## config.mk

```make
export PLATFORM = sky130hd
export DESIGN_NAME = baud_tick_gen
export DESIGN_NICKNAME = d
export VERILOG_FILES = /design/src/rtl/baud_tick_gen.sv
export SDC_FILE = /design/constraint.sdc
export NUM_CORES = 1
export LEC_CHECK = 0
export BUFFER_PORTS_ARGS = -buffer_cell sky130_fd_sc_hd__buf_4
export CAP_MARGIN = 25
export CORE_ASPECT_RATIO = 1.75
export CORE_MARGIN = 2
export CORE_UTILIZATION = 60
export DETAILED_ROUTE_END_ITERATION = 10
export HOLD_SLACK_MARGIN = 0.02
export PLACE_DENSITY = 0.81
export SYNTH_ARGS = -nofsm -noshare
export SYNTH_HDL_FRONTEND = slang
export SYNTH_SLANG_ARGS = --single-unit
```

## constraint.sdc

```tcl
create_clock -name clk -period 4.2 [get_ports clk]
set_input_delay 0.42 -clock clk [delete_from_list [all_inputs] [get_ports clk]]
set_output_delay 0.42 -clock clk [all_outputs]
set_load 0.02 [all_outputs]
```

## src/rtl/baud_tick_gen.sv

```systemverilog
module baud_tick_gen #(
  parameter int          PRE_RATIO = 4,
  parameter logic [15:0] RST_DIV   = 16'h0000
) (
  input  logic       clk,
  input  logic       rst_n,
  input  logic       wr_en,
  input  logic       wr_hi,
  input  logic [7:0] wr_byte,
  input  logic       hs_enable,
  output logic       tick
);
  localparam int DIV_W = 16;
  localparam int CNT_W = DIV_W - 1;
  localparam int PRE_W = $clog2(PRE_RATIO);

  logic [DIV_W-1:0] div_q, div_nxt;
  logic [CNT_W-1:0] ratio, ratio_nxt, cnt;
  logic [PRE_W-1:0] pre_cnt;
  logic             fast, pre_en, tick_q;

  assign div_nxt   = !wr_en ? div_q
                   : wr_hi  ? {wr_byte, div_q[7:0]}
                   :          {div_q[15:8], wr_byte};
  assign ratio     = div_q[CNT_W-1:0];
  assign ratio_nxt = div_nxt[CNT_W-1:0];
  assign fast      = div_q[DIV_W-1] & hs_enable;
  assign pre_en    = fast | (pre_cnt == PRE_W'(PRE_RATIO - 1));
  assign tick      = tick_q;

  always_ff @(posedge clk) begin
    if (!rst_n) begin
      div_q   <= RST_DIV;
      pre_cnt <= '0;
      cnt     <= '0;
      tick_q  <= 1'b0;
    end else begin
      div_q <= div_nxt;
      if (wr_en || ratio == '0) begin
        pre_cnt <= '0;
        cnt     <= (ratio_nxt == '0) ? '0 : CNT_W'(ratio_nxt - 1'b1);
        tick_q  <= 1'b0;
      end else begin
        pre_cnt <= pre_en ? '0 : PRE_W'(pre_cnt + 1'b1);
        if (pre_en && cnt == '0) begin
          cnt    <= CNT_W'(ratio - 1'b1);
          tick_q <= 1'b1;
        end else begin
          if (pre_en) cnt <= CNT_W'(cnt - 1'b1);
          tick_q <= 1'b0;
        end
      end
    end
  end

  AST_HI_BYTE: assert property (@(posedge clk) disable iff (!rst_n)
    (wr_en && wr_hi) |=> (div_q[15:8] == $past(wr_byte)));
  AST_CNT_RANGE: assert property (@(posedge clk) disable iff (!rst_n)
    (ratio != '0) |-> (cnt < ratio));
  AST_FAST_ONE: assert property (@(posedge clk) disable iff (!rst_n)
    (tick && fast && ratio == CNT_W'(1) && !wr_en) |=> tick);
  AST_ZERO_SILENT: assert property (@(posedge clk) disable iff (!rst_n)
    (ratio == '0) |=> !tick);
  AST_WRITE_RELOAD: assert property (@(posedge clk) disable iff (!rst_n)
    wr_en |=> !tick);
  AST_SLOW_GAP: assert property (@(posedge clk) disable iff (!rst_n)
    (tick && !fast && !wr_en) |=> !tick);
endmodule

```

==> results.yml <==
pwr:
  fin_total_pwr_uw: 1030
  ir_worst_vdd_mv: 0.280
  pwr_density_cell_nw_per_um2: 366
  leakage_power_figure_uw: 0.00112
floorplanning:
  floorplan.die.width_um: 54.3
  placeable_core_region_um2: 4320
  top_level_ports: 14
  die_y_um: 91.9
  row_count: 32
  design.die.area_um2: 4990
  floorplan.initialDensity_pct: 61.3
place:
  gp_congestion: 0.947
  dp_cells: 379
  dp.final_hpwl_mm: 6.03
  port_buffers: 13
  placement.setup.worst_slack_ns: 0.749
logic_synthesis:
  dominantRegCellSynth: "sky130_fd_sc_hd__dfxtp_1"
  ys_async_sr_fraction_pct: 0
  synth_largest_area_cell: "sky130_fd_sc_hd__dfxtp_1"
  synthCells: 333
  post-synth-top-area-fraction_pct: 25.7
  synth.cell_area_um2: 2650
  synth_sequential_area_ratio_pct: 25.7
  ys.warnings.count: 0
  synth-seq-cells: 34
  mappedNetlistNets: 350
  ys_top_cells_by_area: "sky130_fd_sc_hd__dfxtp_1 26%, sky130_fd_sc_hd__nor2_1 5.5%, sky130_fd_sc_hd__mux2i_1 5.3%, sky130_fd_sc_hd__nand2_1 3.5%, sky130_fd_sc_hd__a21oi_1 3.2%"
  synth_edf_count: 0
  ys_types: 72
  post_synth.cell_area_avg_um2: 7.96
timing:
  timing.final.crit_period_ns: 3.49
  worst_pin_slew_ns: 0.810
  worst_setup_skew_after_layout_ns: 0.00829
  timing.final.setup_violations: 0
  tns_ns: 0
  setup_slack_ns: 0.707
  unrepaired_setup_endpoints_after_global_routing: "false"
  final_min_period_over_clock_period_pct: 83.2
  timing_max_transition_violations_final: 0
  hold_viol: 0
  max_slew_margin_pct: 45.5
  max_freq_mhz: 286
finish:
  final-instance-count-excl-fill: 387
  final_net_count: 352
  count_of_antenna_diodes_in_the_layout: 0
  syn2layout_area_growth_pct: 6.28
  post-route-util_pct: 65.2
  layout-drive-gt1-share_pct: 14.0
clocking:
  clock-sinks: 34
  cts.repair_timing.setup_buffer_count: 0
  ctsHtreeMaxLevel: 2
  insertion_delay_ns: 0.29
  cts_hold_repair.buffers: 0
  clock_edge_transition_at_the_registers_on_the_reported_setup_and_hold_paths_ns: 0.08
  tritoncts.num_buffers: 5
  root_buffer_selected_by_cts: "sky130_fd_sc_hd__clkbuf_8"
  cts_tree: "built"
  cts_repair_resize_count: 0
  cts_buffer_depth: 2
global_routing:
  globalRoute.totalOverflow: 0
  grt_use_total_pct: 35.3
  via_count_of_the_first_global_routing_pass: 2737
  grt_pass1_wl_mm: 13.2
  grt_antenna_before_repair: 0
  grt_start_max_net_pins: 24
setup_path:
  crit_path_cells: "ha_1, a21o_1, nand4_1, nor2_1, buf_4, a21oi_1, ha_1, or4b_1, nor4_1, o21ai_1, a2111oi_0, xor2_1, o32ai_1"
  cp_data_arrival_time_ns: 3.70
  worst-setup-path-type: "flip-flop to flip-flop"
  cp.buffers_inverters: 1
  worst_setup_path_end_kind: "flip-flop"
  cpLargestDelayFamily: "compound AO/OA/AOI/OAI gates"
  critical_path.most_common_cell: "sky130_fd_sc_hd__ha_1"
  timing.critical_path.slowest_cell_delay_ns: 0.54
  required_time_worst_endpoint_ns: 4.41
  crit_slowest_cell: "sky130_fd_sc_hd__or4b_1"
  setup.worst_path.start_class: "flip-flop"
  worst-path-max-fanout: 12
min_path:
  hold_path_class: "input pin to flip-flop"
status:
  run_status: "finished, final reports clean"
detailed_routing:
  wirelength_mm: 8.11
  drt_iter0_markers: 288
  ant_nets: 0
  drc_errors: 0
  detailroute.via_count: 2791
  vias_per_cell: 7.21
  wl_per_cell_um: 20.9
  dr.pass1.iters: 7
run:
  maxCapViolCount: 0
## placed cells by master, fill, tap and decap left out, types with 8 or more instances in the layout
| master | synthesis | layout |
|---|---|---|
| sky130_fd_sc_hd__a21oi_1 | 17 | 17 |
| sky130_fd_sc_hd__a31oi_1 | 9 | 9 |
| sky130_fd_sc_hd__buf_4 | 1 | 17 |
| sky130_fd_sc_hd__dfxtp_1 | 34 | 34 |
| sky130_fd_sc_hd__mux2i_1 | 14 | 14 |
| sky130_fd_sc_hd__nand2_1 | 25 | 25 |
| sky130_fd_sc_hd__nand3_1 | 10 | 10 |
| sky130_fd_sc_hd__nor2_1 | 39 | 39 |
| sky130_fd_sc_hd__nor3_1 | 16 | 16 |
| sky130_fd_sc_hd__nor4_1 | 11 | 11 |
| sky130_fd_sc_hd__o21ai_0 | 10 | 10 |
| sky130_fd_sc_hd__xnor2_1 | 8 | 8 |
## cell type report
cell class,instances,area (µm²)
Tap cell,51,63.8
Clock buffer,7,86.3
Inverter,6,22.5
Multi-Input combinational cell,271,1830
Sequential cell,34,681
Fill cell,400,1510
Clock inverter,1,5.00
Timing Repair Buffer,17,128
## flip-flops by register name, indices dropped and copies added (netlist names)
name and count:
cnt 15, div_q 16, pre_cnt 2, tick 1
## where the power goes
part	total [µW]	switching [µW]	internal (µW)
clock network	263	130	133
logic	369	224	145
registers	399	49.6	350
total	1030	404	627
## tightest hold or removal path: stages
cell                      delay (ns)
sky130_fd_sc_hd__buf_4          0.13
sky130_fd_sc_hd__nand2_1        0.05
sky130_fd_sc_hd__a21oi_1        0.05
## final timing paths
check / from / to / slack (ns) / cells past startpoint
worst min register to register: pre_cnt[0] / pre_cnt[0] / 0.44 / 1
worst max register to register: pre_cnt[0] / cnt[12] / 0.71 / 13
worst max-delay path: pre_cnt[0] / cnt[12] / 0.71 / 13
worst min-delay path: wr_byte[5] / div_q[5] / 0.42 / 3
## synthesized netlist by cell type, types with 3 or more instances
master                      instances
sky130_fd_sc_hd__nand3_1           10
sky130_fd_sc_hd__nor3_1            16
sky130_fd_sc_hd__o311a_1            3
sky130_fd_sc_hd__or3_1              6
sky130_fd_sc_hd__o31ai_1            5
sky130_fd_sc_hd__ha_1               4
sky130_fd_sc_hd__o22ai_1            3
sky130_fd_sc_hd__dfxtp_1           34
sky130_fd_sc_hd__nor2_1            39
sky130_fd_sc_hd__xnor2_1            8
sky130_fd_sc_hd__inv_1              6
sky130_fd_sc_hd__or4_1              6
sky130_fd_sc_hd__clkbuf_2           3
sky130_fd_sc_hd__o21ai_0           10
sky130_fd_sc_hd__a21oi_1           17
sky130_fd_sc_hd__a2111oi_0          3
sky130_fd_sc_hd__buf_6              3
sky130_fd_sc_hd__clkbuf_1          12
sky130_fd_sc_hd__nand3b_1           3
sky130_fd_sc_hd__nand2_1           25
sky130_fd_sc_hd__mux2i_1           14
sky130_fd_sc_hd__nand4_1            3
sky130_fd_sc_hd__nor4_1            11
sky130_fd_sc_hd__nor4b_1            3
sky130_fd_sc_hd__buf_2              3
sky130_fd_sc_hd__nand2b_1           3
sky130_fd_sc_hd__xor2_1             7
sky130_fd_sc_hd__a211o_1            3
sky130_fd_sc_hd__a31oi_1            9
## cells by family after synthesis
group	after synthesis	share of synthesized area [%]
AND/OR/NAND/NOR	144	30.0
AO/OA/AOI/OAI	89	24.1
flip-flops	34	25.7
buffers and inverters	28	5.24
multiplexers	19	8.12
XOR/XNOR	15	4.96
adder cells (fa/ha/maj)	4	1.89
## layer usage
metal,routed length (µm),up-vias,GRT usage (%)
met4,444,0,19.4
met5,0,-,0
met3,635,47,4.89
met2,4010,177,57.4
li1,-,1275,-
met1,3010,1292,42.4
## per-stage QoR
stage                     hold slack [ns]  instance area [µm²]
after CTS                           0.417                 2820
after global placement              0.416                 2730
final                               0.415                 2820
after floorplan                     0.408                 2650
after global routing                0.431                 2820
after detailed placement            0.434                 2730
Note: power is estimated with default switching activity, not from simulation.
